$ cat src/rtl/sdc_pkg.sv
package sdc_pkg;

  localparam int MAX_DEV = 32;
  typedef logic [8*MAX_DEV-1:0] len_vec_t;

  typedef enum logic [2:0] {
    ST_IDLE,
    ST_LOW,
    ST_HIGH,
    ST_HOLD,
    ST_DONE
  } state_e;

  function automatic int len_at(len_vec_t v, int k);
    return int'(v[8*k +: 8]);
  endfunction

  // bit offset of device k = sum of lengths of devices below it
  function automatic int off_at(len_vec_t v, int k);
    int s = 0;
    for (int i = 0; i < k; i++) s += len_at(v, i);
    return s;
  endfunction

endpackage

$ cat src/rtl/sdc_tick.sv
module sdc_tick #(
  parameter int HALF = 2,
  localparam int CW = $clog2(HALF + 1)
) (
  input  logic clk_i,
  input  logic rst_ni,
  input  logic en_i,
  output logic tick_o
);

  logic [CW-1:0] cnt_q;

  assign tick_o = en_i && (cnt_q == CW'(HALF - 1));

  always_ff @(posedge clk_i or negedge rst_ni) begin
    if (!rst_ni)              cnt_q <= '0;
    else if (!en_i || tick_o) cnt_q <= '0;
    else                      cnt_q <= cnt_q + 1'b1;
  end


  cnt_bound_chk: assert property (@(posedge clk_i) disable iff (!rst_ni)
    cnt_q < CW'(HALF));


  tick_restart_chk: assert property (@(posedge clk_i) disable iff (!rst_ni)
    tick_o |=> (cnt_q == '0));

endmodule

$ cat src/rtl/sdc_shifter.sv
module sdc_shifter #(
  parameter int W = 32
) (
  input  logic         clk_i,
  input  logic         rst_ni,
  input  logic         load_i,
  input  logic [W-1:0] load_val_i,
  input  logic         shift_i,
  input  logic         sample_i,
  input  logic         miso_i,
  output logic         mosi_o,
  output logic [W-1:0] rx_o
);

  logic [W-1:0] tx_q, rx_q;

  always_ff @(posedge clk_i or negedge rst_ni) begin
    if (!rst_ni) begin
      tx_q <= '0;
      rx_q <= '0;
    end else if (load_i) begin
      tx_q <= load_val_i;
      rx_q <= '0;
    end else begin
      if (shift_i)  tx_q <= {tx_q[W-2:0], 1'b0};
      if (sample_i) rx_q <= {rx_q[W-2:0], miso_i};
    end
  end

  assign mosi_o = tx_q[W-1];
  assign rx_o   = rx_q;


  mosi_hold_chk: assert property (@(posedge clk_i) disable iff (!rst_ni)
    (!shift_i && !load_i) |=> $stable(mosi_o));


  miso_capture_chk: assert property (@(posedge clk_i) disable iff (!rst_ni)
    (sample_i && !load_i) |=> (rx_q[0] == $past(miso_i)));

endmodule

$ cat src/rtl/spi_chain_master.sv
module spi_chain_master
  import sdc_pkg::*;
#(
  parameter int                 N_DEV    = 3,
  parameter logic [8*N_DEV-1:0] DEV_LEN  = {8'd16, 8'd8, 8'd8},
  parameter int                 HALF_DIV = 2,
  parameter int                 IDLE_CYC = 5,
  localparam int                TOTAL    = off_at(len_vec_t'(DEV_LEN), N_DEV)
) (
  input  logic             clk_i,
  input  logic             rst_ni,
  input  logic             start_i,
  input  logic [TOTAL-1:0] cmd_i,
  input  logic             miso_i,
  output logic             cs_no,
  output logic             sclk_o,
  output logic             mosi_o,
  output logic             done_o,
  output logic [TOTAL-1:0] sts_o
);

  localparam int CW = $clog2(TOTAL + 1);
  localparam int GW = $clog2(IDLE_CYC + 2);

  state_e           st_q, st_d;
  logic             cs_n_q, sclk_q, done_q;
  logic [CW-1:0]    bit_q;
  logic [GW-1:0]    gap_q;
  logic [TOTAL-1:0] sts_q, rx, load_val;
  logic             tick, tick_en, load, shift, sample;

  assign tick_en = (st_q == ST_LOW) || (st_q == ST_HIGH) || (st_q == ST_HOLD);

  sdc_tick #(.HALF(HALF_DIV)) u_tick (
    .clk_i  (clk_i),
    .rst_ni (rst_ni),
    .en_i   (tick_en),
    .tick_o (tick)
  );

  sdc_shifter #(.W(TOTAL)) u_shift (
    .clk_i      (clk_i),
    .rst_ni     (rst_ni),
    .load_i     (load),
    .load_val_i (load_val),
    .shift_i    (shift),
    .sample_i   (sample),
    .miso_i     (miso_i),
    .mosi_o     (mosi_o),
    .rx_o       (rx)
  );

  always_comb begin
    st_d     = st_q;
    load     = 1'b0;
    shift    = 1'b0;
    sample   = 1'b0;
    load_val = cmd_i;
    unique case (st_q)
      ST_IDLE: if (start_i && gap_q == '0) begin
        load = 1'b1;
        st_d = ST_LOW;
      end
      ST_LOW: if (tick) begin
        sample = 1'b1;
        st_d   = ST_HIGH;
      end
      ST_HIGH: if (tick) begin
        if (bit_q == CW'(TOTAL)) st_d = ST_HOLD;
        else begin
          shift = 1'b1;
          st_d  = ST_LOW;
        end
      end
      ST_HOLD: if (tick) st_d = ST_DONE;
      ST_DONE: begin
        load     = 1'b1;  // park data line low
        load_val = '0;
        st_d     = ST_IDLE;
      end
      default: st_d = ST_IDLE;
    endcase
  end

  always_ff @(posedge clk_i or negedge rst_ni) begin
    if (!rst_ni) begin
      st_q   <= ST_IDLE;
      cs_n_q <= 1'b1;
      sclk_q <= 1'b0;
      done_q <= 1'b0;
      bit_q  <= '0;
      gap_q  <= '0;
      sts_q  <= '0;
    end else begin
      st_q   <= st_d;
      done_q <= 1'b0;
      if (st_q == ST_IDLE && st_d == ST_LOW) begin
        cs_n_q <= 1'b0;
        bit_q  <= '0;
      end
      if (sample) begin
        sclk_q <= 1'b1;
        bit_q  <= bit_q + 1'b1;
      end
      if (st_q == ST_HIGH && tick) sclk_q <= 1'b0;
      if (st_q == ST_HOLD && tick) cs_n_q <= 1'b1;
      if (st_q == ST_DONE) begin
        sts_q  <= rx;
        done_q <= 1'b1;
        gap_q  <= GW'(IDLE_CYC);
      end else if (st_q == ST_IDLE && gap_q != '0) begin
        gap_q <= gap_q - 1'b1;
      end
    end
  end

  assign cs_no  = cs_n_q;
  assign sclk_o = sclk_q;
  assign done_o = done_q;
  assign sts_o  = sts_q;


  sclk_idle_chk: assert property (@(posedge clk_i) disable iff (!rst_ni)
    cs_n_q |-> !sclk_q);


  done_cs_high_chk: assert property (@(posedge clk_i) disable iff (!rst_ni)
    done_q |-> (cs_n_q && $past(cs_n_q)));


  done_single_chk: assert property (@(posedge clk_i) disable iff (!rst_ni)
    done_q |=> !done_q);


  frame_count_chk: assert property (@(posedge clk_i) disable iff (!rst_ni)
    (st_q == ST_HOLD) |-> (bit_q == CW'(TOTAL)));


  no_restart_chk: assert property (@(posedge clk_i) disable iff (!rst_ni)
    (!cs_n_q && start_i) |=> !$rose(cs_n_q) || (st_q == ST_DONE));

endmodule

$ cat config.mk
export PLATFORM = sky130hd
export DESIGN_NAME = spi_chain_master
export DESIGN_NICKNAME = d
export VERILOG_FILES = /design/src/rtl/sdc_pkg.sv /design/src/rtl/sdc_tick.sv /design/src/rtl/sdc_shifter.sv /design/src/rtl/spi_chain_master.sv
export SDC_FILE = /design/constraint.sdc
export NUM_CORES = 1
export LEC_CHECK = 0
export BUFFER_PORTS_ARGS = -buffer_cell sky130_fd_sc_hd__buf_2
export CAP_MARGIN = 5
export CORE_MARGIN = 1
export CORE_UTILIZATION = 35
export CTS_BUF_LIST = sky130_fd_sc_hd__clkbuf_4 sky130_fd_sc_hd__clkbuf_8 sky130_fd_sc_hd__clkbuf_16
export DETAILED_ROUTE_END_ITERATION = 8
export HOLD_SLACK_MARGIN = 0.02
export PLACE_DENSITY = 0.64
export SYNTH_ARGS = -nofsm -noshare
export SYNTH_HDL_FRONTEND = slang
export SYNTH_SLANG_ARGS = --single-unit
export TNS_END_PERCENT = 1
$ cat constraint.sdc
create_clock -name clk_i -period 1.95 [get_ports clk_i]
set_clock_uncertainty 0.15 [all_clocks]
set_input_delay 0.585 -clock clk_i [delete_from_list [all_inputs] [get_ports clk_i]]
set_output_delay 0.585 -clock clk_i [all_outputs]
set_load 0.02 [all_outputs]
# Word-level counts from Yosys, hierarchy flattened
# Index checks and enable logic that the tools add are counted.
# Widths: inputs -> output; s select.
dict set report totals {
  in_bits 36
  word_cells 67
  out_inout_bits 36
  ff_bits 113
}
dict set report classes {
  reduce_logical 19
  n_addsub 3
  n_mux 28
  eq_ne 7
}
# op n
set op_table {}
lappend op_table {{$mux 32} 5}
lappend op_table {{$mux 3} 6}
lappend op_table {{$mux 6} 2}
lappend op_table {{$pmux 3 s4} 1}
lappend op_table {{$reduce_bool 2->1} 6}
lappend op_table {{$mux 1} 11}
lappend op_table {{$add 6x1->6 const B} 1}
lappend op_table {{$eq 3x1->1 const B} 2}
lappend op_table {{$eq 3x2->1 const B} 2}
lappend op_table {{$eq 6x6->1 const B} 1}
lappend op_table {{$logic_and 1x1->1} 6}
lappend op_table {{$logic_not 3->1} 2}
lappend op_table {{$mux 2} 2}
lappend op_table {{$eq 3x3->1 const B} 1}
lappend op_table {{$logic_or 1x1->1} 3}
lappend op_table {{$reduce_bool 3->1} 1}
lappend op_table {{$sub 3x1->3 const B} 1}
lappend op_table {{$add 2x1->2 const B} 1}
lappend op_table {{$eq 2x1->1 const B} 1}
lappend op_table {{$pmux 1 s2} 1}
lappend op_table {{$logic_not 1->1} 1}

# Depth between registers and ports, before layout
# Gate-level depths: netlist (run 1).
dict set report depth {
  depth_word 10
  ltp_mapped 8
  mapped_depth_nobuf 6
}

# Hierarchy
# A second synthesis (run 1) with hierarchy kept.
dict set report hier_totals {
  cells_unflattened 437
  hier_area_um2 5265.0
}
# mod cells_per_inst seq_area_each_um2 area_per_inst_um2 instances
set modules_own_cells {}
lappend modules_own_cells {sdc_shifter 242 1601.5 2825.2 1}
lappend modules_own_cells {spi_chain_master 188 1177.4 2342.2 1}
lappend modules_own_cells {sdc_tick 7 50.0 97.6 1}

# Worst setup path after synthesis (run 1)
# Ideal clock, no wire load.
dict set report synth_timing {
  kind {reg-to-reg}
  start {register gap_q[0]}
  end {register u_shift.tx_q[24]}
  path_buffers 1
  synth_period_minus_slack_ns 2.082
  t_required_ns 1.675
  t_arrival_ns 1.807
  stages_incl_launch_ff 8
  setup_time_ns 0.125
  path_slack_ns -0.132
  path_cell_list {dfrtp_1 -> inv_1 -> ha_1 -> nor2b_1 -> nand4_4 -> buf_2 -> mux2i_1 -> mux2_2}
}
dict set report synth_between {
  elab_chain_cells 5
  word_cells_on_any_way 6
  classes_between {mux: 3; reduce/logical: 3}
}
# element line_no
set synth_rtl {}
lappend synth_rtl {{from (decl)} spi_chain_master.sv:28} ;# logic [GW-1:0] gap_q;
lappend synth_rtl {{from (signal assigned)} spi_chain_master.sv:110} ;# gap_q <= GW'(IDLE_CYC);
lappend synth_rtl {{from (signal assigned)} spi_chain_master.sv:112} ;# gap_q <= gap_q - 1'b1;
lappend synth_rtl {{$logic_not 3->1 (*)} spi_chain_master.sv:60} ;# ST_IDLE: if (start_i && gap_q == '0) begin
lappend synth_rtl {{$logic_and 1x1->1 (*)} spi_chain_master.sv:60}
lappend synth_rtl {{$mux 1 (*)} spi_chain_master.sv:60}
lappend synth_rtl {{$pmux 1 s2 (*)} spi_chain_master.sv:59} ;# unique case (st_q)
lappend synth_rtl {{$mux 32 or $reduce_bool 2->1 (tied branches)} --}
lappend synth_rtl {{to (signal assigned)} sdc_shifter.sv:22} ;# tx_q <= load_val_i;
lappend synth_rtl {{to (signal assigned)} sdc_shifter.sv:25} ;# if (shift_i) tx_q <= {tx_q[W-2:0], 1'b0};
lappend synth_rtl {{to (decl)} sdc_shifter.sv:15} ;# logic [W-1:0] tx_q, rx_q;
# Mark *: on every way between the ends. The rest lies on a longest branch, timed or not.
# A chain may end at the register's enable or synchronous reset.

# Worst setup path in the final report (run 1)
dict set report layout_timing {
  start {register st_q[1]}
  end {register u_shift.tx_q[16]}
}
dict set report layout_between {
  elab_chain_cells 7
  word_cells_on_any_way 14
  classes_between {eq/ne: 4; mux: 5; reduce/logical: 5}
}
# element line_no
set layout_rtl {}
lappend layout_rtl {{from (decl)} spi_chain_master.sv:25} ;# state_e st_q, st_d;
lappend layout_rtl {{from (signal assigned)} spi_chain_master.sv:95} ;# st_q <= st_d;
lappend layout_rtl {{$eq 3x1->1 or $eq 3x2->1 (tied branches)} {spi_chain_master.sv:32, spi_chain_master.sv:59}}
lappend layout_rtl {{$logic_or 1x1->1 (2 in series)} spi_chain_master.sv:32} ;# assign tick_en = (st_q == ST_LOW) || (st_q == ST_HIGH) || (st_q == ST_HOLD);
lappend layout_rtl {{$logic_and 1x1->1} sdc_tick.sv:13} ;# assign tick_o = en_i && (cnt_q == CW'(HALF - 1));
lappend layout_rtl {{$mux 1} spi_chain_master.sv:68} ;# ST_HIGH: if (tick) begin
lappend layout_rtl {{$mux 1} spi_chain_master.sv:59}
lappend layout_rtl {{$reduce_bool 2->1 (no source line)} --}
# Parallel ways exist; a longest one is shown, timed or not.

==> metrics.txt, run 1 <==
# TYPE chip_impl_metric gauge
chip_impl_metric{name="area_added_between_synthesis_and_finish",unit="%"} 27.76
chip_impl_metric{name="detailedRoute.firstIterationViolations",unit=""} 120
chip_impl_metric{name="routed_wirelength",unit="um"} 10710
chip_impl_metric{name="synth_area_per_cell",unit="um^2"} 11.11
chip_impl_metric{name="max_clock_freq",unit="MHz"} 514.1
chip_impl_metric{name="final.min_clock_period",unit="ns"} 1.945
chip_impl_info{name="worstHoldPathType",value="in -> reg"} 1
chip_impl_metric{name="dieArea",unit="um^2"} 15250
chip_impl_metric{name="clk_pin_slew_worst_paths",unit="ns"} 0.05
chip_impl_metric{name="via_density_per_instance",unit=""} 4.764
chip_impl_metric{name="pwr_density_cell",unit="nW/um^2"} 883.3
chip_impl_metric{name="critPathRequiredTime",unit="ns"} 2.09
chip_impl_metric{name="ys_ff_latch",unit=""} 113
chip_impl_metric{name="synth_top_area_share",unit="%"} 54.26
chip_impl_metric{name="tritoncts.num_buffers",unit=""} 17
chip_impl_metric{name="route.vias.total",unit=""} 3587
chip_impl_metric{name="dp.final_hpwl",unit="um"} 6829
chip_impl_info{name="rsz0062_at_grt",value="true"} 1
chip_impl_metric{name="floorplan.die.height",unit="um"} 123.5
chip_impl_metric{name="total_leakage_power",unit="uW"} 0.003658
chip_impl_metric{name="syn-cell-area",unit="um^2"} 5165
chip_impl_metric{name="layout-drive-gt1-share",unit="%"} 36.20
chip_impl_metric{name="core_area",unit="um^2"} 14480
chip_impl_metric{name="weighted_congestion_at_the_end_of_routability_driven_global_placement",unit=""} 0.7663
chip_impl_metric{name="final-hold-violation-count",unit=""} 0
chip_impl_metric{name="timing.reg2reg.worst_path_depth",unit=""} 6
chip_impl_metric{name="dp_worst_setup_slack",unit="ns"} -0.02783
chip_impl_metric{name="setup_slack",unit="ns"} 0.005028
chip_impl_info{name="tritoncts",value="done"} 1
chip_impl_info{name="netlist_top_cells_area",value="dfrtp_1 (54%), mux2_2 (13%), nand2_1 (7.6%)"} 1
chip_impl_metric{name="clock_sinks",unit=""} 113
chip_impl_metric{name="clock_latency",unit="ns"} 0.41
chip_impl_metric{name="detail_route.drc_violations",unit=""} 0
chip_impl_metric{name="r2r_setup_slack",unit="ns"} 0.005
chip_impl_info{name="outcome",value="finished clean"} 1
chip_impl_metric{name="boundaryPins",unit=""} 72
chip_impl_metric{name="syn_nets",unit=""} 506
chip_impl_metric{name="wl_per_cell",unit="um"} 14.23
chip_impl_info{name="cts_root_buf",value="clkbuf_16"} 1
chip_impl_metric{name="die-width",unit="um"} 123.5
chip_impl_metric{name="initial_utilization",unit="%"} 35.67
chip_impl_metric{name="fillers",unit=""} 1347
chip_impl_metric{name="clock_path_buffers",unit=""} 2
chip_impl_info{name="setup_crit_start_kind",value="flip-flop"} 1
chip_impl_metric{name="cp_data_arrival_time",unit="ns"} 2.09
chip_impl_metric{name="path_max_fanout",unit=""} 8
chip_impl_metric{name="grt_pass1_wl",unit="um"} 17440
chip_impl_info{name="holdCritStartpoint",value="miso_i"} 1
chip_impl_metric{name="postRouteAntennaNets",unit=""} 0
chip_impl_info{name="endpoint_kind",value="flip-flop"} 1
chip_impl_info{name="synth.largest_area_cell",value="dfrtp_1"} 1
chip_impl_metric{name="std_cell_rows",unit=""} 44
chip_impl_metric{name="slew_viol_final",unit=""} 0
chip_impl_metric{name="grt.overflow.total",unit=""} 0
chip_impl_metric{name="final_min_period_over_clock_period",unit="%"} 99.74
chip_impl_metric{name="setup_tns_final",unit="ns"} 0
chip_impl_metric{name="hold_path_depth",unit=""} 3
chip_impl_metric{name="cts_max_level",unit=""} 4
chip_impl_metric{name="timing.max_cap.violations",unit=""} 0
chip_impl_metric{name="grt_use_total",unit="%"} 15.03
chip_impl_metric{name="synth_sequential_area_ratio",unit="%"} 54.77
chip_impl_metric{name="grt_max_degree",unit=""} 38
chip_impl_metric{name="via_count_of_the_first_global_routing_pass",unit=""} 3705
chip_impl_metric{name="synth_warn",unit=""} 0
chip_impl_info{name="worst_r2r_src",value="st_q[1]"} 1
chip_impl_metric{name="maxSlewHeadroom",unit="%"} 73.57
chip_impl_metric{name="detailedRoute.firstPassIterationCount",unit=""} 4
chip_impl_metric{name="placement.io_buffers",unit=""} 71
chip_impl_metric{name="synth.distinct_cells",unit=""} 39
chip_impl_metric{name="antenna-diode-count",unit=""} 0
chip_impl_info{name="crit-reg2reg-capture",value="u_shift.tx_q[16]"} 1
chip_impl_metric{name="fin_nets",unit=""} 598
chip_impl_metric{name="vdd.ir_drop.worst",unit="uV"} 519.6
chip_impl_info{name="criticalPathCategory",value="reg -> reg"} 1
chip_impl_info{name="hold-path-endpoint",value="u_shift.rx_o[0]"} 1
chip_impl_metric{name="grt_antenna_before_repair",unit=""} 0
chip_impl_metric{name="worst_pin_slew",unit="ns"} 0.3964
chip_impl_metric{name="setup_viol_count_final",unit=""} 0
chip_impl_metric{name="syn_inst",unit=""} 465
==> kinds of logic (layout without fill, tap and decap cells) <==
group / count (synthesis) / after routing / share of synthesized area (%)
DFF: 113 / 113 / 54.77
AOI/OAI and AO/OA: 55 / 55 / 6.129
buffers and inverters: 67 / 171 / 6.710
muxes: 95 / 95 / 19.94
and+or+nand+nor: 128 / 128 / 10.90
xor gates and xnor gates: 2 / 2 / 0.3392
adders and majority gates: 5 / 5 / 1.211
==> worst max path at each step <==
stage                   from          endpoint  slack, ns  cells past startpoint
floorplan           gap_q[0]  u_shift.tx_q[24]       0.05                      7
detailed placement   start_i  u_shift.tx_q[12]      -0.03                      6
finish               st_q[1]  u_shift.tx_q[16]      0.005                      6
global placement     start_i   u_shift.tx_q[5]    -0.0006                      6
global route         st_q[1]  u_shift.tx_q[14]      -0.02                      6
CTS                 bit_q[3]   u_shift.tx_q[9]     -0.003                      5
==> layout by cell type, fill, tap and decap left out, drive strengths merged, types with 2 or more instances in the layout <==
master,instances
clkinv,3
nand3,2
clkbuf,24
nor4,4
bufinv,4
ha,5
o21ai,11
a21oi,35
a41oi,2
a22o,2
nor2,4
mux2i,32
dfrtp,112
xor2,2
inv,39
nand2,105
mux2,63
buf,98
and3,2
nor2b,2
clkinvlp,2
==> per-layer routing <==
layer	track usage (%)	up-vias	share of wire, %
met5	0	-	0
met4	6.928	0	1.7
met3	5.028	22	5.0
met2	24.16	77	49
met1	18.17	1766	45
li1	-	1722	-
==> cell type report <==
class	count	area, um^2	area share (%)
Clock buffer	22	488.0	7.395
Tap cell	184	230.2	3.489
Multi-Input combinational cell	285	2034	30.83
Sequential cell	113	2830	42.89
Inverter	39	146.4	2.218
Clock inverter	9	153.9	2.332
Timing Repair Buffer	101	715.7	10.85
==> critical path, cell delays in order, from the launching register on <==
cell and delay, ns:
dfrtp_2 0.44, buf_4 0.18, nor2b_2 0.17, a41oi_4 0.24, buf_12 0.15, clkbuf_16 0.15
mux2_2 0.34
==> repair_timing <==
item,in CTS,in global routing
setup endpoints to repair,31,51
pin swaps,0,2
cloned,0,3
buffers inserted,0,1
endpoints found under the hold margin,19,0
gates resized for setup,1,7
hold buffers,1,0
==> report_power, final <==
part	switching, uW	total [uW]	internal [uW]
logic	76.5	130	53.0
registers	10.3	2370	2360
clock network	1050	3330	2270
==> per-stage QoR <==
step           power [uW]  cell area [um^2]  instances  util, %  hold slack, ns
4_1_cts              5889              6507        749    44.94          0.2505
2_1_floorplan        2433              5172        465        -          0.1394
3_3_place_gp         2540              5849        717    40.40          0.2772
3_5_place_dp         2543              5849        717    40.40          0.2885
6_report             5829              6599        753    45.58          0.2672
5_1_grt              6012              6599        753    45.58          0.2784
==> cell usage after synthesis <==
| library cell | count |
|---|---|
| a22o_1 | 2 |
| nor2b_1 | 2 |
| nand3b_1 | 1 |
| xor2_1 | 2 |
| nand2_1 | 105 |
| dfstp_2 | 1 |
| clkbuf_1 | 7 |
| nand3_1 | 2 |
| ha_1 | 5 |
| buf_6 | 9 |
| a21boi_2 | 1 |
| nor4_1 | 4 |
| a41oi_2 | 1 |
| and3_1 | 2 |
| nor4b_1 | 1 |
| mux2_1 | 2 |
| nand4bb_1 | 1 |
| a41oi_1 | 1 |
| and2_1 | 1 |
| inv_1 | 38 |
| buf_2 | 7 |
| nor2_1 | 3 |
| dfrtp_1 | 112 |
| mux2_2 | 61 |
| or3b_1 | 1 |
| nor3b_1 | 1 |
| o22a_1 | 1 |
| nor4bb_1 | 1 |
| inv_2 | 1 |
| nand4_4 | 1 |
| mux2i_1 | 32 |
| nor2_4 | 1 |
| nor3_1 | 1 |
| buf_4 | 5 |
| a21oi_1 | 35 |
| o21ai_0 | 11 |
| o211a_1 | 1 |
| o22ai_1 | 1 |
| a21o_1 | 1 |
==> sequential cells by signal, summed over array words and instances, names as in the netlist <==
register,flops
gap_q,3
done_o,1
u_shift.rx_o,32
u_tick.cnt_q,2
sts_o,32
st_q,3
u_shift.tx_q,32
cs_no,1
sclk_o,1
bit_q,6
Note: power is estimated with default switching activity, not from simulation.
==> run 2, diff against run 1 <==
--- a/config.mk
+++ b/config.mk
@@ -12,7 +12,7 @@
 export CTS_BUF_LIST = sky130_fd_sc_hd__clkbuf_4 sky130_fd_sc_hd__clkbuf_8 sky130_fd_sc_hd__clkbuf_16
 export DETAILED_ROUTE_END_ITERATION = 8
 export HOLD_SLACK_MARGIN = 0.02
-export PLACE_DENSITY = 0.64
+export PLACE_DENSITY = 0.52
 export SYNTH_ARGS = -nofsm -noshare
 export SYNTH_HDL_FRONTEND = slang
 export SYNTH_SLANG_ARGS = --single-unit
==> run 2 against run 1 <==
  * Register-to-register slack about the same
  * Count of clock-buffer cells in the layout stayed put
  * Global-route usage down 0.20 points
  * Core utilization fell by 0.12 points
  * Critical path type unchanged
  * Largest cell class unchanged
  * Largest power group unchanged
==> metrics.txt, run 2 (same netlist as run 1, synthesis figures left out) <==
# TYPE chip_impl_metric gauge
chip_impl_info{name="outcome",value="finished clean"} 1
chip_impl_metric{name="maxSlewHeadroom",unit="%"} 73.60
chip_impl_metric{name="die-width",unit="um"} 123.5
chip_impl_info{name="worst_r2r_src",value="bit_q[3]"} 1
chip_impl_metric{name="clock_latency",unit="ns"} 0.41
chip_impl_metric{name="post_cts_buffers",unit=""} 0
chip_impl_metric{name="grt.overflow.total",unit=""} 0
chip_impl_metric{name="timing.max_cap.violations",unit=""} 0
chip_impl_info{name="cts_root_buf",value="clkbuf_16"} 1
chip_impl_metric{name="detailedRoute.firstPassIterationCount",unit=""} 4
chip_impl_metric{name="detailedRoute.firstIterationViolations",unit=""} 174
chip_impl_metric{name="setup_viol_count_final",unit=""} 0
chip_impl_metric{name="placement.io_buffers",unit=""} 71
chip_impl_metric{name="worst_pin_slew",unit="ns"} 0.3960
chip_impl_metric{name="layout.cells.non_filler",unit=""} 748
chip_impl_info{name="setup_crit_start_kind",value="flip-flop"} 1
chip_impl_metric{name="core_area",unit="um^2"} 14480
chip_impl_metric{name="cts_max_level",unit=""} 4
chip_impl_metric{name="final.min_clock_period",unit="ns"} 1.934
chip_impl_info{name="rsz0062_at_grt",value="true"} 1
chip_impl_metric{name="cp_data_arrival_time",unit="ns"} 2.07
chip_impl_metric{name="grt_max_degree",unit=""} 45
chip_impl_metric{name="layout-drive-gt1-share",unit="%"} 35.28
chip_impl_metric{name="antenna-diode-count",unit=""} 0
chip_impl_metric{name="setup_tns_final",unit="ns"} 0
chip_impl_info{name="worstHoldPathType",value="in -> reg"} 1
chip_impl_info{name="critical-path-slowest-cell",value="dfrtp_1"} 1
chip_impl_metric{name="routed_wirelength",unit="um"} 9958
chip_impl_info{name="endpoint_kind",value="flip-flop"} 1
chip_impl_metric{name="critPathRequiredTime",unit="ns"} 2.09
chip_impl_metric{name="timing.reg2reg.worst_path_depth",unit=""} 5
chip_impl_info{name="layout_commonest_cell",value="dfrtp_1"} 1
chip_impl_metric{name="max_clock_freq",unit="MHz"} 517.1
chip_impl_metric{name="std_cell_rows",unit=""} 44
chip_impl_metric{name="fin_nets",unit=""} 593
chip_impl_info{name="mostFrequentLayoutCells",value="dfrtp_1 (112), nand2_1 (105), buf_2 (70), mux2_2 (60), inv_1 (38)"} 1
chip_impl_metric{name="r2r_setup_slack",unit="ns"} 0.02
chip_impl_metric{name="weighted_congestion_at_the_end_of_routability_driven_global_placement",unit=""} 0.7111
chip_impl_metric{name="slew_viol_final",unit=""} 0
chip_impl_metric{name="wl_per_cell",unit="um"} 13.31
chip_impl_metric{name="path_max_fanout",unit=""} 32
chip_impl_metric{name="pwr_density_cell",unit="nW/um^2"} 905.6
chip_impl_info{name="endpoint",value="u_shift.tx_q[22]"} 1
chip_impl_metric{name="route.vias.total",unit=""} 3494
chip_impl_info{name="tritoncts",value="done"} 1
chip_impl_info{name="criticalPathCategory",value="reg -> reg"} 1
chip_impl_metric{name="detail_route.drc_violations",unit=""} 0
chip_impl_metric{name="final_min_period_over_clock_period",unit="%"} 99.17
chip_impl_metric{name="total_leakage_power",unit="uW"} 0.003645
chip_impl_metric{name="initial_utilization",unit="%"} 35.67
chip_impl_metric{name="area_added_between_synthesis_and_finish",unit="%"} 27.42
chip_impl_metric{name="via_density_per_instance",unit=""} 4.671
chip_impl_metric{name="dieArea",unit="um^2"} 15250
chip_impl_info{name="crit-reg2reg-capture",value="u_shift.tx_q[22]"} 1
chip_impl_metric{name="grt_use_total",unit="%"} 14.83
chip_impl_metric{name="clock_path_buffers",unit=""} 2
chip_impl_info{name="worstSetupStartpoint",value="bit_q[3]"} 1
chip_impl_metric{name="grt_pass1_wl",unit="um"} 17080
chip_impl_info{name="worstPathCellList",value="nor4b_2 -> nand2_1 -> a41oi_4 -> buf_12 -> mux2_2"} 1
chip_impl_metric{name="grt_antenna_before_repair",unit=""} 0
chip_impl_metric{name="via_count_of_the_first_global_routing_pass",unit=""} 3558
chip_impl_metric{name="vdd.ir_drop.worst",unit="uV"} 561.7
chip_impl_metric{name="dp.final_hpwl",unit="um"} 6392
chip_impl_metric{name="worst_path_largest_cell_delay",unit="ns"} 0.39
chip_impl_metric{name="clk_pin_slew_worst_paths",unit="ns"} 0.05
chip_impl_metric{name="dp_cells",unit=""} 716
chip_impl_metric{name="tritoncts.num_buffers",unit=""} 17
chip_impl_metric{name="clock_sinks",unit=""} 113
chip_impl_metric{name="boundaryPins",unit=""} 72
chip_impl_metric{name="final-hold-violation-count",unit=""} 0
chip_impl_metric{name="floorplan.die.height",unit="um"} 123.5
chip_impl_metric{name="postRouteAntennaNets",unit=""} 0
-- run 2: per-stage QoR --
| step | setup WS [ns] | area (um^2) | hold WS (ns) | util (%) | total power, uW |
|---|---|---|---|---|---|
| 6_report | 0.01615 | 6581 | 0.2722 | 45.45 | 5960 |
| 5_1_grt | -0.09402 | 6581 | 0.2478 | 45.45 | 6191 |
| 4_1_cts | -0.002581 | 6578 | 0.2521 | 45.43 | 6055 |
| 3_5_place_dp | -0.04975 | 5877 | 0.2895 | 40.59 | 2545 |
| 3_3_place_gp | -0.02962 | 5877 | 0.2765 | 40.59 | 2542 |
| 2_1_floorplan | 0.05405 | 5172 | 0.1394 | - | 2433 |
-- run 2: repair_timing --
item | in CTS | in global routing
pin swaps | 0 | 0
hold buffers | 1 | 0
gates resized for setup | 4 | 1
setup endpoints to repair | 65 | 35
endpoints found under the hold margin | 12 | 0
-- run 2: critical path: cells and delay by family (launching register included) --
family                 cells  cell delay (ns)
AOI/OAI and AO/OA          1             0.25
buffers and inverters      1             0.23
DFF                        1             0.39
muxes                      1             0.36
and+or+nand+nor            2             0.42
-- run 2: final cells by class --
| type | instances | area, um^2 |
|---|---|---|
| Tap cell | 184 | 230.2 |
| Fill cell | 1362 | 7898 |
| Clock inverter | 9 | 176.4 |
| Timing Repair Buffer | 96 | 651.9 |
| Inverter | 39 | 146.4 |
| Multi-Input combinational cell | 285 | 2053 |
| Sequential cell | 113 | 2829 |
| Clock buffer | 22 | 494.2 |
-- run 2: where the power goes --
group          switching [uW]  leakage [uW]  total [uW]  internal, uW
logic                    76.5       0.00189         130          53.2
clock network            1030      0.000328        3460          2430
registers                10.3       0.00143        2370          2360
total                    1120       0.00364        5960          4840
-- run 2: worst min-delay path by stage --
stage                 endpoint  depth (start not counted)             from  slack [ns]
6_report       u_shift.tx_q[0]                          2         cmd_i[0]        0.27
3_3_place_gp   u_tick.cnt_q[0]                          1  u_tick.cnt_q[0]        0.28
2_1_floorplan         bit_q[0]                          0           rst_ni        0.14
3_5_place_dp   u_tick.cnt_q[0]                          1  u_tick.cnt_q[0]        0.29
5_1_grt        u_shift.tx_q[0]                          2         cmd_i[0]        0.25
4_1_cts        u_shift.tx_q[0]                          2         cmd_i[0]        0.25
-- run 2: routing by layer --
| layer | up-vias | track usage (%) | part of all wire [%] |
|---|---|---|---|
| li1 | 1721 | - | - |
| met1 | 1702 | 18.37 | 47 |
| met2 | 66 | 23.22 | 46 |
| met3 | 5 | 6.089 | 5.7 |
| met4 | 0 | 5.196 | 0.70 |
| met5 | - | 0 | 0 |
